--- src/rtl/pga_gain_pkg.sv ---
package pga_gain_pkg;

    // Shared mode of both channels
    typedef enum logic [1:0] {
        ST_PWR_DOWN = 2'd0,
        ST_MANUAL   = 2'd1,
        ST_ALC_RUN  = 2'd2
    } pga_mode_e;

endpackage

--- src/rtl/pga_mode_fsm.sv ---
module pga_mode_fsm
    import pga_gain_pkg::*;
#(
    parameter int NUM_PWR = 4
) (
    input  logic               clk,
    input  logic               rst,
    input  logic [NUM_PWR-1:0] pwr_en,
    input  logic               alc_on,
    output pga_mode_e          mode,
    output logic               force_default,
    output logic               wr_allow,
    output logic               follow_alc
);

    logic      pwr_any;
    pga_mode_e mode_nxt;

    assign pwr_any = |pwr_en;

    // Next-state decision
    always_comb begin
        mode_nxt = mode;
        unique case (mode)
            ST_PWR_DOWN: if (pwr_any) mode_nxt = alc_on ? ST_ALC_RUN : ST_MANUAL;
            ST_MANUAL: begin
                if (!pwr_any)    mode_nxt = ST_PWR_DOWN;
                else if (alc_on) mode_nxt = ST_ALC_RUN;
            end
            ST_ALC_RUN: begin
                if (!pwr_any)     mode_nxt = ST_PWR_DOWN;
                else if (!alc_on) mode_nxt = ST_MANUAL;
            end
            default: mode_nxt = ST_PWR_DOWN;
        endcase
    end

    // State register
    always_ff @(posedge clk) begin
        if (rst) mode <= ST_PWR_DOWN;
        else     mode <= mode_nxt;
    end

    // Control outputs
    always_comb begin
        force_default = 1'b0;
        wr_allow      = 1'b0;
        follow_alc    = 1'b0;
        unique case (mode)
            ST_PWR_DOWN: force_default = 1'b1;
            ST_MANUAL, ST_ALC_RUN: begin
                force_default = !pwr_any;
                wr_allow      = pwr_any && !alc_on;
                follow_alc    = pwr_any && alc_on;
            end
            default: force_default = 1'b1;
        endcase
    end

endmodule

--- src/rtl/pga_gain_chan.sv ---
module pga_gain_chan #(
    parameter int CODE_W   = 7,
    parameter int DEF_CODE = 16,
    parameter int MAX_CODE = 71
) (
    input  logic              clk,
    input  logic              rst,
    input  logic              wr_hit,
    input  logic [CODE_W-1:0] wr_code,
    input  logic              force_default,
    input  logic              wr_allow,
    input  logic              follow_alc,
    input  logic              alc_valid,
    input  logic [CODE_W-1:0] alc_code,
    output logic [CODE_W-1:0] reg_code,
    output logic [CODE_W-1:0] gain_code
);

    localparam logic [CODE_W-1:0] DEF_C = CODE_W'(DEF_CODE);
    localparam logic [CODE_W-1:0] MAX_C = CODE_W'(MAX_CODE);

    logic [CODE_W-1:0] wr_lim;
    logic [CODE_W-1:0] alc_lim;

    assign wr_lim  = (wr_code  > MAX_C) ? MAX_C : wr_code;
    assign alc_lim = (alc_code > MAX_C) ? MAX_C : alc_code;

    // Readback register: last written raw code
    always_ff @(posedge clk) begin
        if (rst)         reg_code <= DEF_C;
        else if (wr_hit) reg_code <= wr_code;
    end

    // Applied gain: default, engine, or gated write
    always_ff @(posedge clk) begin
        if (rst)                          gain_code <= DEF_C;
        else if (force_default)           gain_code <= DEF_C;
        else if (follow_alc && alc_valid) gain_code <= alc_lim;
        else if (wr_allow && wr_hit)      gain_code <= wr_lim;
    end

endmodule

--- src/rtl/stereo_pga_gain_ctl.sv ---
module stereo_pga_gain_ctl
    import pga_gain_pkg::*;
#(
    parameter int                CODE_W       = 7,
    parameter int                ADDR_W       = 8,
    parameter int                NUM_PWR      = 4,
    parameter int                DEF_CODE     = 16,
    parameter int                MAX_CODE     = 71,
    parameter int                ZERO_DB_CODE = 16,
    parameter logic [ADDR_W-1:0] ADDR_LEFT    = 8'h0B,
    parameter logic [ADDR_W-1:0] ADDR_RIGHT   = 8'h0F
) (
    input  logic               clk,
    input  logic               rst,
    input  logic               bus_wr,
    input  logic [ADDR_W-1:0]  bus_addr,
    input  logic [CODE_W-1:0]  bus_wdata,
    output logic [CODE_W:0]    bus_rdata,
    input  logic [NUM_PWR-1:0] pwr_en,
    input  logic               alc_on,
    input  logic               alc_valid,
    input  logic [CODE_W-1:0]  alc_gain_l,
    input  logic [CODE_W-1:0]  alc_gain_r,
    output logic [CODE_W-1:0]  gain_l,
    output logic [CODE_W-1:0]  gain_r,
    output logic [CODE_W:0]    gain_hdb_l,
    output logic [CODE_W:0]    gain_hdb_r
);

    localparam int NUM_CH = 2;
    localparam int HDB_W  = CODE_W + 1;

    pga_mode_e         mode;
    logic              force_default;
    logic              wr_allow;
    logic              follow_alc;
    logic [CODE_W-1:0] alc_code [NUM_CH];
    logic [CODE_W-1:0] reg_code [NUM_CH];
    logic [CODE_W-1:0] gain_code[NUM_CH];

    assign alc_code[0] = alc_gain_l;
    assign alc_code[1] = alc_gain_r;

    pga_mode_fsm #(.NUM_PWR(NUM_PWR)) u_fsm (
        .clk           (clk),
        .rst           (rst),
        .pwr_en        (pwr_en),
        .alc_on        (alc_on),
        .mode          (mode),
        .force_default (force_default),
        .wr_allow      (wr_allow),
        .follow_alc    (follow_alc)
    );

    for (genvar ch = 0; ch < NUM_CH; ch++) begin : g_chan
        localparam logic [ADDR_W-1:0] CH_ADDR = (ch == 0) ? ADDR_LEFT : ADDR_RIGHT;
        logic hit;
        assign hit = bus_wr && (bus_addr == CH_ADDR);

        pga_gain_chan #(
            .CODE_W   (CODE_W),
            .DEF_CODE (DEF_CODE),
            .MAX_CODE (MAX_CODE)
        ) u_chan (
            .clk           (clk),
            .rst           (rst),
            .wr_hit        (hit),
            .wr_code       (bus_wdata),
            .force_default (force_default),
            .wr_allow      (wr_allow),
            .follow_alc    (follow_alc),
            .alc_valid     (alc_valid),
            .alc_code      (alc_code[ch]),
            .reg_code      (reg_code[ch]),
            .gain_code     (gain_code[ch])
        );
    end

    // Readback: bit 7 always 0
    always_comb begin
        bus_rdata = '0;
        if (bus_addr == ADDR_LEFT)       bus_rdata = {1'b0, reg_code[0]};
        else if (bus_addr == ADDR_RIGHT) bus_rdata = {1'b0, reg_code[1]};
    end

    assign gain_l     = gain_code[0];
    assign gain_r     = gain_code[1];
    assign gain_hdb_l = HDB_W'(gain_code[0]) - HDB_W'(ZERO_DB_CODE);
    assign gain_hdb_r = HDB_W'(gain_code[1]) - HDB_W'(ZERO_DB_CODE);

endmodule

--- config.mk ---
export PLATFORM = sky130hd
export DESIGN_NAME = stereo_pga_gain_ctl
export DESIGN_NICKNAME = d
export VERILOG_FILES = /design/src/rtl/pga_gain_pkg.sv /design/src/rtl/pga_mode_fsm.sv /design/src/rtl/pga_gain_chan.sv /design/src/rtl/stereo_pga_gain_ctl.sv
export SDC_FILE = /design/constraint.sdc
export NUM_CORES = 1
export LEC_CHECK = 0
export CELL_PAD_IN_SITES_DETAIL_PLACEMENT = 1
export CELL_PAD_IN_SITES_GLOBAL_PLACEMENT = 2
export CORE_MARGIN = 1
export CORE_UTILIZATION = 26
export CTS_CLUSTER_DIAMETER = 60
export DETAILED_ROUTE_END_ITERATION = 10
export GPL_TIMING_DRIVEN = 0
export PLACE_DENSITY = 0.95
export SYNTH_ARGS = -nofsm -noshare
export SYNTH_HDL_FRONTEND = slang
export SYNTH_SLANG_ARGS = --single-unit
--- constraint.sdc ---
create_clock -name clk -period 5.8 [get_ports clk]
set_clock_uncertainty 0.2 [all_clocks]
set_input_delay 0.87 -clock clk [delete_from_list [all_inputs] [get_ports clk]]
set_output_delay 0.87 -clock clk [all_outputs]
set_load 0.05 [all_outputs]
# Yosys cells after proc, flatten, opt, wreduce, memory -nomap -nowiden
# Index checks and enable logic that the tools add are counted.
# totals
ff_bits,30
inputBits,38
output_inout_bits,38
# op_classes
addsub,2
order_cmp,3
n_eq_ne,7
n_mux,19
n_reduce_logical,16
# op_table
op,count
2-to-1 mux 7 bit,9
"> comparator 7 bit, second input constant",3
"== test 8 x 4 -> 1 bit, second input constant",2
"subtractor 7 x 5 -> 8 bit, second input constant",2
2-to-1 mux 2 bit,6
logical AND 1 bit,7
"inequality test 3 bit, second input constant",2
case mux 2 bit (3 select lines),1
nonzero test 2 bit,2
OR reduction 2 bit,2
OR reduction 4 bit,1
2-to-1 mux 1 bit,3
AND reduction 3 bit,1
"== test 2 x 1 -> 1 bit, second input constant",1
"== test 2 bit, second input constant",1
zero test 1 bit,2
zero test 2 bit,1
"inequality test 2 x 1 -> 1 bit, second input constant",1

# Depth between registers and ports, before layout
# logic_depth
depth_word,6
ltp_mapped,7

# Cells and area by module
# Synthesis repeated with hierarchy kept, for this count alone.
# hier_totals
hier_cells,221
area_unflattened_um2,1908.1
# by_module_without_submodules
module,instances,cells_per_inst,area_each_um2,seq_area_each_um2
pga_gain_chan,2,77,675.6,280.3
stereo_pga_gain_ctl,1,45,366.6,0.0
pga_mode_fsm,1,22,190.2,40.0

# Least setup slack after synthesis
# Ideal clock, no wire load.
# synth_path
path_kind,in2out
from,input bus_addr[5]
to,output bus_rdata[0]
arrival_time_ps,2366
t_required_ps,4730
slack_ps,2364
stages,4
cell_sequence,or3_4 -> or2_2 -> clkbuf_1 -> nor2_1
# synth_via
elab_chain_len,3
word_cells_on_any_way,4
classes_between,eq/ne (2); mux (2)
# synth_lines
item,line,rtl
"start, declared",stereo_pga_gain_ctl.sv:16,"input logic [ADDR_W-1:0] bus_addr,"
== test 8 x 4 -> 1 bit,stereo_pga_gain_ctl.sv:83,"else if (bus_addr == ADDR_RIGHT) bus_rdata = {1'b0, reg_code[1]};"
2-to-1 mux 7 bit,stereo_pga_gain_ctl.sv:83,
2-to-1 mux 7 bit (*),stereo_pga_gain_ctl.sv:82,"if (bus_addr == ADDR_LEFT) bus_rdata = {1'b0, reg_code[0]};"
"end, declared",stereo_pga_gain_ctl.sv:18,"output logic [CODE_W:0] bus_rdata,"
# Mark *: on every way between the ends. The rest lies on a longest branch, timed or not.

# Worst setup path after layout
# layout_path
from,input bus_addr[5]
to,output bus_rdata[4]
# The elaborated chain is that of the path after synthesis.

==> impl_metrics.toml <==
[cts]
clk_path_buf_depth = 2
cts_sinks = 30
cts_tree = "built"
insertion_delay_ps = 290
path_clk_slew_ps = 60
hold_buffers = 0
h-tree-depth = 2
root_buffer = "clkbuf_8"
cts_resized = 0
cts_setup_buffers = 0
numCtsBuffers = 5

[logic_synthesis]
synth_nets = 247
postSynthCellCount = 203
ys_types = 51
yosys-top-cells-area = "dfxtp_1 (33%), mux2i_1 (16%), nor2_1 (4.7%)"
synth_ff_type = "dfxtp_1"
async_flop_share_pct = 0
syn_area_mm2 = 0.001827
yosysTopAreaCell = "dfxtp_1"
synth_warnings = 0
synth_edf_count = 0
synth_seq_area_share_pct = 32.88
syn_area_per_cell_um2 = 8.999
ys_ff_latch = 30
synth_top_area_share_pct = 32.88

[critical_path]
crit_type = "in -> out"
cp_data_required_time_ps = 4730
arrival_ps = 3200
crit_fanout = 7
endpoint_kind = "output pin"
critPathLaunchType = "input pin"

[finish]
area_growth_pct = 50.34
final_nets = 326
drive_gt1_share_pct = 10.99
diodes = 0
final_area_mm2 = 0.002746
final_cell_mix = "clkdlybuf4s50_1 (72), dfxtp_1 (30), mux2i_1 (29)"
final_common_cell = "clkdlybuf4s50_1"

[drt]
wl_per_cell_um = 14.71
viasPerCell = 4.661
dr.pass1.iters = 4
drc_errors = 0
wirelength_um = 5560
drt_iter0_drc = 60
ant_nets = 0
vias = 1762

[sta]
fmax_mhz = 234.3
rsz0062_at_grt = "false"
worstMarginPinSlew_ps = 790.6
post-route-min-period_ps = 4269
hold_viol = 0
maxSlewHeadroom_pct = 47.10
final-setup-viol-count = 0
fin_setup_tns_ps = 0
fin_crit_sh_pct = 73.60
slew_viol_final = 0

[global_routing]
grt_pass1_wl_um = 9080
grt_use_total_pct = 16.07
grt_pass1_vias = 1825
grt.overflow.total = 0
grt_max_degree = 11
antenna_found_initial = 0

[power]
p_per_area_mw_per_mm2 = 180.4
peakVddDrop_mv = 0.07128
p_leak_nw = 1.113

[run]
drv_cap = 0

[floorplanning]
io_pins = 76
dieWidth_um = 85.82
die_area_mm2 = 0.007365
die_h_um = 85.82
initial_core_util_pct = 26.89
fp-row-count = 30
fp.coreArea_mm2 = 0.006794

[placed_design]
routabilityCongestion = 0.7719
portBuffers = 72
place_hpwl_um = 4392
placed_cell_area_mm2 = 0.002668

[worst_hold_path]
worstHoldPathType = "reg -> reg"

[status]
outcome = "completed"
-- per-stage QoR --
step	cells	total power, mW	utilization, %	hold slack [ps]	worst slack [ps]
floorplan	203	0.2861	-	240.8	2364
global placement	371	0.3381	39.26	257.9	1524
detailed placement	371	0.3416	39.26	277.7	1528
CTS	378	0.5003	40.42	286.3	1493
global route	378	0.5219	40.42	304.6	1413
finish	378	0.4955	40.42	276.6	1531
-- state kept, by name (all words and copies together) (netlist names) --
name	flops
g_chan.u_chan.gain_code	14
g_chan.u_chan.reg_code	14
u_fsm.mode	2
-- final timing paths --
kind	from	cells past startpoint	endpoint	slack, ps
worst max-delay path	bus_addr[5]	6	bus_rdata[4]	1530
worst min-delay path	g_chan[0].u_chan.gain_code[2]	2	g_chan[0].u_chan.gain_code[2]	280
worst max register to register	u_fsm.mode[0]	6	g_chan[0].u_chan.gain_code[1]	3420
worst min register to register	g_chan[0].u_chan.gain_code[2]	2	g_chan[0].u_chan.gain_code[2]	280
-- routing by layer --
layer,track usage (%),up-vias,routed length [um]
li1,-,882,-
met1,20.20,829,2473
met2,26.91,46,2705
met3,4.235,5,311
met4,5.000,0,70
met5,0,-,0
-- power by group --
group          leakage (nW)  switching [mW]  internal (mW)
clock                0.0438          0.0781         0.0803
combinational         0.827          0.0706         0.0534
sequential            0.242         0.00351          0.210
-- cell families (layout without fill, tap and decap cells) --
family,after synthesis,count (layout),synth area share [%]
AND/OR/NAND/NOR,62,62,19.59
other,1,1,0.2053
flip-flops,30,30,32.88
buffers and inverters,32,111,8.698
AO/OA/AOI/OAI,40,40,17.05
multiplexers,30,30,16.51
XOR/XNOR,2,2,0.9591
adder cells (fa/ha/maj),6,6,4.109
-- worst max-delay path: stages --
cell	delay, ps
clkdlybuf4s50_1	420
or3_4	420
or2_2	280
clkbuf_1	190
nor2_1	190
clkdlybuf4s50_1	830
-- layout make-up --
| cell class | count | area [um2] |
|---|---|---|
| inverter | 15 | 56.30 |
| multi-input combinational | 141 | 1067 |
| tap | 96 | 120.1 |
| fill | 798 | 4048 |
| sequential | 30 | 600.6 |
| clock inverter | 2 | 10.01 |
| clock buffer | 5 | 68.82 |
| timing repair buffer | 72 | 720.7 |
| buffer | 17 | 102.6 |
-- synth_stat cells (all sizes together), types with 2 or more instances --
| library cell | instances |
|---|---|
| inv | 15 |
| or3 | 2 |
| a21oi | 8 |
| nand4 | 3 |
| o311a | 2 |
| buf | 14 |
| nor2 | 24 |
| o21a | 2 |
| nor3 | 5 |
| a31oi | 2 |
| o31a | 2 |
| dfxtp | 30 |
| or2 | 2 |
| clkbuf | 3 |
| mux2i | 29 |
| xor2 | 2 |
| o211ai | 4 |
| a21boi | 2 |
| o31ai | 7 |
| nor4 | 4 |
| nand2 | 12 |
| a211oi | 3 |
| ha | 6 |
| or4 | 2 |
Power figures use the tool's default switching activity.
